<file path="src/rtl/vser_pkg.sv">
package vser_pkg;

    // Per-cycle beat status from the frame controller
    typedef struct packed {
        logic active;     // a frame is in progress
        logic data_beat;  // current beat carries data
        logic first;      // current beat is beat 0
    } beat_info_t;

    // Counter width able to hold values 0..n
    function automatic int cnt_width(input int n);
        return (n < 1) ? 1 : $clog2(n + 1);
    endfunction

endpackage

</file>
<file path="src/rtl/vser_ctrl.sv">
module vser_ctrl
    import vser_pkg::*;
#(
    parameter int RATIO       = 4,
    parameter int IDLE_CYCLES = 2,
    parameter int CNT_W       = cnt_width(RATIO + IDLE_CYCLES)
) (
    input  logic             clk,
    input  logic             rst,
    input  logic             load,
    output logic             capture,
    output logic [CNT_W-1:0] beat,
    output beat_info_t       info
);
    localparam int FRAME_LEN = RATIO + IDLE_CYCLES;
    localparam logic [CNT_W-1:0] LAST_BEAT = CNT_W'(FRAME_LEN - 1);
    localparam logic [CNT_W-1:0] DATA_END  = CNT_W'(RATIO);

    logic             active_q;
    logic [CNT_W-1:0] beat_q;
    logic             last;

    assign last    = active_q && (beat_q == LAST_BEAT);
    assign capture = load && (!active_q || last);

    always_ff @(posedge clk) begin
        if (rst) begin
            active_q <= 1'b0;
            beat_q   <= '0;
        end else if (capture) begin
            active_q <= 1'b1;
            beat_q   <= '0;
        end else if (last) begin
            active_q <= 1'b0;
            beat_q   <= '0;
        end else if (active_q) begin
            beat_q   <= beat_q + 1'b1;
        end
    end

    assign beat           = beat_q;
    assign info.active    = active_q;
    assign info.data_beat = active_q && (beat_q < DATA_END);
    assign info.first     = active_q && (beat_q == '0);


    ignored_load_chk: assert property (@(posedge clk) disable iff (rst)
        (active_q && !last && load) |=> (active_q && beat_q == $past(beat_q) + 1'b1));


    beat_range_chk: assert property (@(posedge clk) disable iff (rst)
        active_q |-> (beat_q <= LAST_BEAT));

endmodule

</file>
<file path="src/rtl/vser_hold.sv">
module vser_hold #(
    parameter int DATA_W = 32
) (
    input  logic              clk,
    input  logic              rst,
    input  logic              capture,
    input  logic [DATA_W-1:0] data_in,
    input  logic              valid_in,
    output logic [DATA_W-1:0] hold_data,
    output logic              hold_valid
);
    always_ff @(posedge clk) begin
        if (rst) begin
            hold_data  <= '0;
            hold_valid <= 1'b0;
        end else if (capture) begin
            hold_data  <= data_in;
            hold_valid <= valid_in;
        end
    end


    hold_stable_chk: assert property (@(posedge clk) disable iff (rst)
        !capture |=> ($stable(hold_data) && $stable(hold_valid)));

endmodule

</file>
<file path="src/rtl/vser_mux.sv">
module vser_mux #(
    parameter int ELEM_W    = 8,
    parameter int NUM_ELEMS = 4,
    parameter int RATIO     = 4,
    parameter int CNT_W     = 3
) (
    input  logic [NUM_ELEMS*ELEM_W-1:0]         hold_data,
    input  logic [CNT_W-1:0]                    beat,
    input  logic                                data_beat,
    output logic [(NUM_ELEMS/RATIO)*ELEM_W-1:0] data_out
);
    localparam int EPB   = NUM_ELEMS / RATIO;
    localparam int OUT_W = EPB * ELEM_W;

    logic [OUT_W-1:0] slices [RATIO];
    logic [OUT_W-1:0] sel;

    for (genvar g = 0; g < RATIO; g++) begin : g_slice
        assign slices[g] = hold_data[g*OUT_W +: OUT_W];
    end

    always_comb begin
        sel = '0;
        for (int j = 0; j < RATIO; j++) begin
            if (beat == CNT_W'(j)) sel = slices[j];
        end
    end

    assign data_out = data_beat ? sel : '0;

endmodule

</file>
<file path="src/rtl/vser_top.sv">
module vser_top
    import vser_pkg::*;
#(
    parameter int ELEM_W      = 8,
    parameter int NUM_ELEMS   = 4,
    parameter int RATIO       = 4,
    parameter int IDLE_CYCLES = 2
) (
    input  logic                                clk,
    input  logic                                rst,
    input  logic                                load,
    input  logic                                valid_in,
    input  logic [NUM_ELEMS*ELEM_W-1:0]         data_in,
    output logic [(NUM_ELEMS/RATIO)*ELEM_W-1:0] data_out,
    output logic                                valid_out,
    output logic                                start_out
);
    localparam int DATA_W = NUM_ELEMS * ELEM_W;
    localparam int CNT_W  = cnt_width(RATIO + IDLE_CYCLES);

    if (RATIO < 1 || (NUM_ELEMS % RATIO) != 0) begin : g_bad_ratio
        $error("vser_top: NUM_ELEMS must be a multiple of RATIO");
    end
    if (IDLE_CYCLES < 0) begin : g_bad_idle
        $error("vser_top: IDLE_CYCLES must not be negative");
    end

    logic              capture;
    logic [CNT_W-1:0]  beat;
    beat_info_t        info;
    logic [DATA_W-1:0] hold_data;
    logic              hold_valid;

    vser_ctrl #(
        .RATIO       (RATIO),
        .IDLE_CYCLES (IDLE_CYCLES),
        .CNT_W       (CNT_W)
    ) u_ctrl (
        .clk     (clk),
        .rst     (rst),
        .load    (load),
        .capture (capture),
        .beat    (beat),
        .info    (info)
    );

    vser_hold #(
        .DATA_W (DATA_W)
    ) u_hold (
        .clk        (clk),
        .rst        (rst),
        .capture    (capture),
        .data_in    (data_in),
        .valid_in   (valid_in),
        .hold_data  (hold_data),
        .hold_valid (hold_valid)
    );

    vser_mux #(
        .ELEM_W    (ELEM_W),
        .NUM_ELEMS (NUM_ELEMS),
        .RATIO     (RATIO),
        .CNT_W     (CNT_W)
    ) u_mux (
        .hold_data (hold_data),
        .beat      (beat),
        .data_beat (info.data_beat),
        .data_out  (data_out)
    );

    assign valid_out = info.data_beat && hold_valid;
    assign start_out = info.first && hold_valid;


    start_valid_chk: assert property (@(posedge clk) disable iff (rst)
        start_out |-> valid_out);


    start_once_chk: assert property (@(posedge clk) disable iff (rst)
        (start_out && !capture) |=> !start_out);


    idle_quiet_chk: assert property (@(posedge clk) disable iff (rst)
        (info.active && !info.data_beat) |-> (!valid_out && data_out == '0));


    invalid_frame_chk: assert property (@(posedge clk) disable iff (rst)
        (capture && !valid_in) |=> (!valid_out && !start_out));


    no_frame_chk: assert property (@(posedge clk) disable iff (rst)
        !info.active |-> (!valid_out && !start_out && data_out == '0));

endmodule

</file>
<file path="config.mk">
export PLATFORM = sky130hd
export DESIGN_NAME = vser_top
export DESIGN_NICKNAME = d
export VERILOG_FILES = /design/src/rtl/vser_pkg.sv /design/src/rtl/vser_ctrl.sv /design/src/rtl/vser_hold.sv /design/src/rtl/vser_mux.sv /design/src/rtl/vser_top.sv
export SDC_FILE = /design/constraint.sdc
export NUM_CORES = 1
export LEC_CHECK = 0
export BUFFER_PORTS_ARGS = -buffer_cell sky130_fd_sc_hd__buf_4
export CELL_PAD_IN_SITES_DETAIL_PLACEMENT = 0
export CELL_PAD_IN_SITES_GLOBAL_PLACEMENT = 1
export CORE_MARGIN = 5
export CORE_UTILIZATION = 39
export DETAILED_ROUTE_END_ITERATION = 12
export PLACE_DENSITY = 0.86
export SYNTH_ARGS = -nofsm -noshare
export SYNTH_HDL_FRONTEND = slang
export SYNTH_HIERARCHICAL = 1
export SYNTH_SLANG_ARGS = --single-unit
</file>
<file path="constraint.sdc">
create_clock -name clk -period 1.9 [get_ports clk]
set_clock_uncertainty 0.2 [all_clocks]
set_input_delay 0.38 -clock clk [delete_from_list [all_inputs] [get_ports clk]]
set_output_delay 0.38 -clock clk [all_outputs]
set_load 0.02 [all_outputs]
</file>
# After elaboration in Yosys (flattened, before gate mapping)
# Index checks and enable logic that the tools add are counted.
# totals
word_cells,28
out_inout_bits,10
ff_bits,37
in_bits,36
# op_classes
order_cmp,1
n_eq_ne,4
n_reduce_logical,11
add_sub_neg,1
muxes,7
# ops
op,count
2-to-1 mux 8 bit,5
"equality test 3 x 2 -> 1 bit, second input constant",2
logical AND 1 bit,6
"adder 3 x 1 -> 3 bit, second input constant",1
"equality test 3 x 1 -> 1 bit, second input constant",1
"equality test 3 bit, second input constant",1
logical NOT 3 bit,1
"< comparator 3 bit, second input constant",1
OR reduction 3 bit,1
2-to-1 mux 1 bit,2
nonzero test 2 bit,1
logical NOT 1 bit,1
logical OR 1 bit,1

# Depth between registers and ports, before layout
# Gate-level depths: netlist of run 1.
# depth
word_depth,6
ltp_mapped,8
mapped_depth_nobuf,6

# Cells and area by module
# The synthesis of run 1 kept the hierarchy.
# modules_own_cells
mod,instances,cells_per_inst,area_per_inst_um2,seq_area_each_um2
vser_hold,1,107,1202.4,660.6
vser_mux,1,29,252.7,0.0
vser_ctrl,1,28,242.7,80.1
vser_top,1,2,12.5,0.0

# Worst setup path before layout of run 1
# No wires, ideal clock.
# synth_timing
kind,reg-to-output
from,register u_ctrl.active_q
to,output port data_out[0]
t_arrival_ns,1.507
required_ns,1.320
slack_ns,-0.187
path_stages_with_launch,6
path_buffers,2
path_cell_list,dfxtp_1 -> buf_6 -> nor2b_1 -> or3b_1 -> buf_6 -> o22ai_1
# synth_rtl
item,line,text
from (decl),vser_ctrl.sv:19,logic active_q;
from (signal assigned),vser_ctrl.sv:28,active_q <= 1'b0;
from (signal assigned),vser_ctrl.sv:31,active_q <= 1'b1;
from (signal assigned),vser_ctrl.sv:34,active_q <= 1'b0;
to (decl),vser_top.sv:14,"output logic [(NUM_ELEMS/RATIO)*ELEM_W-1:0] data_out,"

==> impl_metrics.ini, run 1 <==
[status]
status = complete, but fails checks
failed_checks = negative setup slack

[clocking]
cts-buffers-inserted = 5
ctsRootBufferMaster = clkbuf_8
clk_pin_slew_ps = 70
cts.path.max_buffers = 2
htree_levels = 2
clock_sink_count = 37
tritoncts_clock_tree = built
cts_hold_buffers = 0
clkLatencyLatePin_ps = 280

[pwr]
power_leakage_uw = 0.000990
vdd_ir_drop_max_uv = 487
power_density_nw_per_um2 = 705

[cells_and_area]
area_delta_synth_final_pct = 41.7
n_fill_cell = 380
register_area_um2 = 751
net_total_in_the_final_layout = 258
finish.cell_count_without_fillers = 272
antenna-diode-count = 0
drive_gt1_share_pct = 40.9
multi_input_area_um2 = 952

[setup_path]
setup.reg_to_reg.worst_slack_ps = 160
max_stage_delay_ps = 400
critical_path.cell_chain = nor2b_4 > or3b_4 > buf_8 > o22ai_4 > buf_6
crit_path_top_delay_cell = or3b_4
worstPathRequired_ps = 1320
critical_path.reg2reg.endpoint = u_hold/hold_data[22]
cp-start-kind = flop
reg2regPathDepth = 8
worstPathArrival_ps = 1580
worst_r2r_startpoint = u_ctrl/beat[1]
crit_path_end_kind = output pin
critical_path_class = reg2out
path_max_fanout = 6

[placement]
portBuffers = 45
gp_congestion = 0.739
placed_cells_incl_taps = 262
dp_slack_ps = -19.4
post-dp-hpwl_um = 2710

[job]
drv_cap = 0

[detailed_routing]
detail_route.first_pass.iterations = 4
routed_wl_um = 3830
detailedRoute.firstIterationViolations = 56
detail_route.vias_per_cell = 4.94
detail-route-antenna-nets = 0
detail_route.drc_violations = 0
route.detailed.wl_per_inst_um = 14.1
route.vias.total = 1344

[min_path]
worstHoldEndpoint = u_hold/hold_data[1]
hold_path_startpoint = data_in[1]
min_delay_path_depth = 3
hold_path.class = in2reg

[timing]
tightestPinTransition_ps = 392
timing.final.hold_violations = 0
timing.final.ws_setup_ps = -265
final_setup_violating_endpoints = 8
maxSlewViolCount = 0
fin_crit_sh_pct = 114
max_freq_mhz = 462
fin_crit_ps = 2160
unrepaired_setup_endpoints_after_global_routing = true
timing.max_slew.rel_slack_pct = 73.8
holdWs_ps = 131

[die]
effective_utilization_at_floorplan_pct = 39.7
die_boundary_width_um = 76.1
placeableCoreArea_um2 = 4290
rows = 24
die_y_um = 76.1
ioPinCount = 46
die_area_um2 = 5790

[grt]
first_global_vias = 1439
grt_pass1_wl_um = 6460
grt_resource_usage_total_pct = 13.5
initial_antenna_violation_count = 0
grt_start_max_net_pins = 38
grt_overflow_total = 0

[yosys]
synth_area_per_cell_um2 = 10.3
synth.net_count = 204
mappedNetlistArea_um2 = 1700
yosysWarningCount = 6
post_synth_inst_count = 165
[repair_timing]
item                                    CTS  global route
setup buffers                             1             1
cloned                                    0             1
endpoints found under the setup margin    9            34
pin swaps                                 8             1
resized for setup                        23             8
[stage by stage]
step           util [%]  power [µW]  cell area (µm²)  TNS [ps]
2_1_floorplan         -        1050             1760      -300
3_3_place_gp       50.8        1160             2180         0
3_5_place_dp       50.8        1160             2180     -34.9
4_1_cts            54.4        1700             2330     -2100
5_1_grt            56.2        1800             2410     -2620
6_report           56.2        1700             2410     -2030
[worst max path at each step]
stage | cells past startpoint | endpoint | from
6_report | 5 | data_out[1] | u_ctrl/active_q
5_1_grt | 5 | data_out[1] | u_ctrl/active_q
4_1_cts | 5 | data_out[1] | u_ctrl/active_q
3_5_place_dp | 5 | data_out[1] | u_ctrl/active_q
3_3_place_gp | 5 | data_out[1] | u_ctrl/active_q
2_1_floorplan | 5 | data_out[0] | u_ctrl/active_q
[area by class of cell]
cell class,instances,share of cell area (%)
Multi-Input combinational cell,114,39.5
Sequential cell,37,31.1
Timing Repair Buffer,59,23.0
Clock buffer,6,3.01
Tap cell,52,2.70
Clock inverter,2,0.415
Inverter,2,0.311
[routing by layer]
layer | GRT usage, % | part of all wire, % | routed length, µm
met2 | 22.7 | 46 | 1770
met4 | 3.67 | 1.1 | 42
met1 | 15.9 | 46 | 1760
met5 | 0 | 0 | 0
met3 | 5.20 | 6.8 | 260
[placed cells by master, fill, tap and decap left out, types with 3 or more instances in the layout]
cell      count
a21oi_1       3
buf_12        4
buf_4        43
buf_6        10
clkbuf_8      5
dfxtp_1      33
mux2i_1      48
nor2_1       36
o22ai_2       3
o22ai_4       5
[state kept, by name, summed over array words and instances, names as in the netlist]
name / count
u_ctrl/active_q: 1
u_hold/hold_valid: 1
u_ctrl/beat: 3
u_hold/hold_data: 32
[critical path, delay by kind of cell (launching register included)]
kind,cells,cell delay [ps]
DFF,1,330
AOI/OAI and AO/OA,1,150
buffers and inverters,2,300
and+or+nand+nor,2,530
[power by group]
| group | switching, µW | internal, µW | total (µW) |
|---|---|---|---|
| clock | 263 | 254 | 517 |
| sequential | 25.2 | 821 | 847 |
| combinational | 149 | 190 | 339 |
Note: power is estimated with default switching activity, not from simulation.
==> run 2, diff against run 1 <==
--- a/config.mk
+++ b/config.mk
@@ -9,10 +9,9 @@
 export CELL_PAD_IN_SITES_DETAIL_PLACEMENT = 0
 export CELL_PAD_IN_SITES_GLOBAL_PLACEMENT = 1
 export CORE_MARGIN = 5
-export CORE_UTILIZATION = 39
+export CORE_UTILIZATION = 40
 export DETAILED_ROUTE_END_ITERATION = 12
-export PLACE_DENSITY = 0.86
+export PLACE_DENSITY = 0.87
 export SYNTH_ARGS = -nofsm -noshare
 export SYNTH_HDL_FRONTEND = slang
-export SYNTH_HIERARCHICAL = 1
 export SYNTH_SLANG_ARGS = --single-unit
==> constraint.sdc (replaced) <==
create_clock -name clk -period 2.48 [get_ports clk]
set_clock_uncertainty 0.2 [all_clocks]
set_input_delay 0.496 -clock clk [delete_from_list [all_inputs] [get_ports clk]]
set_output_delay 0.496 -clock clk [all_outputs]
set_load 0.02 [all_outputs]
==> impl_metrics.ini, run 2 <==
[status]
status = finished, final reports clean

[yosys]
post_synth_num_cell_types = 26
post_synth_most_frequent_cells = 74 x nand2b_1, 37 x dfxtp_1, 33 x mux2i_1
postSynth.topFlopCell = dfxtp_1
ys_seq_elements = 37
yosysWarningCount = 0
synth_enable_flop_cells = 0
post_synth_inst_count = 221
yosys-top-cells-area = dfxtp_1 37%, nand2b_1 23%, mux2i_1 16%
synth_area_per_cell_um2 = 9.14
synth.yosys.seq_area_share_pct = 36.7
synth_top_cell_area_share_pct = 36.7
asyncSetResetFlopFracSynth_pct = 0
yosysTopAreaCell = dfxtp_1
synth.net_count = 262
mappedNetlistArea_um2 = 2020
post-synth-top-count-cell = nand2b_1

[die]
ioPinCount = 46
die_boundary_width_um = 81.1
placeableCoreArea_um2 = 4820
rows = 25
die_area_um2 = 6570
effective_utilization_at_floorplan_pct = 41.9
die_y_um = 81.1

[grt]
grt_resource_usage_total_pct = 13.6
initial_antenna_violation_count = 0
grt_overflow_total = 0
first_global_vias = 1375
grt_pass1_wl_um = 6800
grt_start_max_net_pins = 71

[clocking]
cts-buffers-inserted = 5
clock_sink_count = 37
cts.path.max_buffers = 2
cts_hold_buffers = 0
clkLatencyLatePin_ps = 290
clk_pin_slew_ps = 70
ctsRootBufferMaster = clkbuf_8
htree_levels = 2
tritoncts_clock_tree = built

[setup_path]
cp_top_family = compound AO/OA/AOI/OAI gates
critical_path_class = reg2out
crit_path_top_delay_cell = dfxtp_2
worstPathArrival_ps = 1700
max_stage_delay_ps = 380
critical_path.cell_chain = inv_1 > ha_4 > a21oi_1 > o21ai_0 > a32o_1 > buf_4
cp-start-kind = flop
path_max_fanout = 18
worstPathRequired_ps = 1780
crit_path_end_kind = output pin
timing.critical_path.buf_inv = 2

[cells_and_area]
multi_input_area_um2 = 1210
layout.cells.most_common = nand2b_1
n_fill_cell = 493
register_area_um2 = 744
net_total_in_the_final_layout = 300
registers.top_by_ff_count = u_hold.hold_data
area_delta_synth_final_pct = 24.6
drive_gt1_share_pct = 25.8
antenna-diode-count = 0
largest_reg_flops = 32
finalInstanceArea_um2 = 2520
most-common-layout-cells = 74 x nand2b_1, 48 x buf_4, 34 x dfxtp_1

[timing]
fin_crit_sh_pct = 96.8
final_setup_violating_endpoints = 0
tightestPinTransition_ps = 476
timing.final.ws_setup_ps = 79.9
fin_crit_ps = 2400
max_freq_mhz = 417
holdWs_ps = 249
timing.final.hold_violations = 0
timing.max_slew.rel_slack_pct = 68.3
maxSlewViolCount = 0
unrepaired_setup_endpoints_after_global_routing = true

[placement]
placedInstanceArea_um2 = 2360
portBuffers = 45
post-dp-hpwl_um = 3000
dp_slack_ps = 196
gp_congestion = 0.797

[detailed_routing]
routed_wl_um = 4250
detail-route-antenna-nets = 0
route.detailed.wl_per_inst_um = 13.0
detailedRoute.firstIterationViolations = 121
detail_route.drc_violations = 0
route.vias.total = 1533
detail_route.first_pass.iterations = 4
detail_route.vias_per_cell = 4.69

[pwr]
power_density_nw_per_um2 = 530
power_leakage_uw = 0.00102
vdd_ir_drop_max_uv = 316

[min_path]
hold_path.class = in2reg

[job]
drv_cap = 0
-- run 2: final cells by class --
cell class	instances	area share [%]
multi-input combinational	163	48.0
timing repair buffer	49	14.6
clock inverter	1	0.199
clock buffer	7	3.83
tap	67	3.33
inverter	3	0.447
sequential	37	29.6
-- run 2: repair_timing --
item                                    CTS  global route
setup buffers                             0             1
endpoints found under the setup margin    8             8
gates resized for setup                   2             9
endpoints found under the hold margin     0             0
-- run 2: worst min-delay path, stage by stage --
cell     delay [ps]
buf_4           100
a21oi_1          40
nor2_1           60
-- run 2: path summary, 6_finish.rpt --
path / from / endpoint / slack (ps) / cells past startpoint
min: load / u_ctrl.active_q / 250 / 3
max: u_ctrl.beat[1] / data_out[6] / 80 / 6
max reg2reg: u_ctrl.beat[1] / u_hold.hold_data[1] / 610 / 6
min reg2reg: u_hold.hold_data[16] / u_hold.hold_data[16] / 270 / 2
-- run 2: routing by layer --
metal,vias to the layer above,GRT usage (%),part of all wire [%]
met5,-,0,0
met3,6,4.32,5.9
met2,42,19.5,43
met1,677,18.6,50
li1,808,-,-
met4,0,5.91,1.5
-- run 2: report_power, final --
part           internal [µW]  switching (µW)
Clock                    251             205
Combinational            123            96.8
Sequential               632            27.8
-- run 2: through the flow --
stage          total power (µW)  utilization (%)  instances  setup TNS, ps
2_1_floorplan               809                -        221              0
3_3_place_gp                882             49.1        318              0
3_5_place_dp                884             49.1        318              0
4_1_cts                    1340             51.3        326              0
5_1_grt                    1400             52.3        327          -53.5
6_report                   1340             52.3        327              0
-- run 2: cell families (layout without fill, tap and decap cells) --
group	Yosys count	in the layout	share of synthesized area, %
compound gates	30	30	9.60
fa+ha+maj	5	5	3.10
buf+inv	21	60	6.13
flops	37	37	36.7
mux	33	33	16.3
simple gates	95	95	28.2
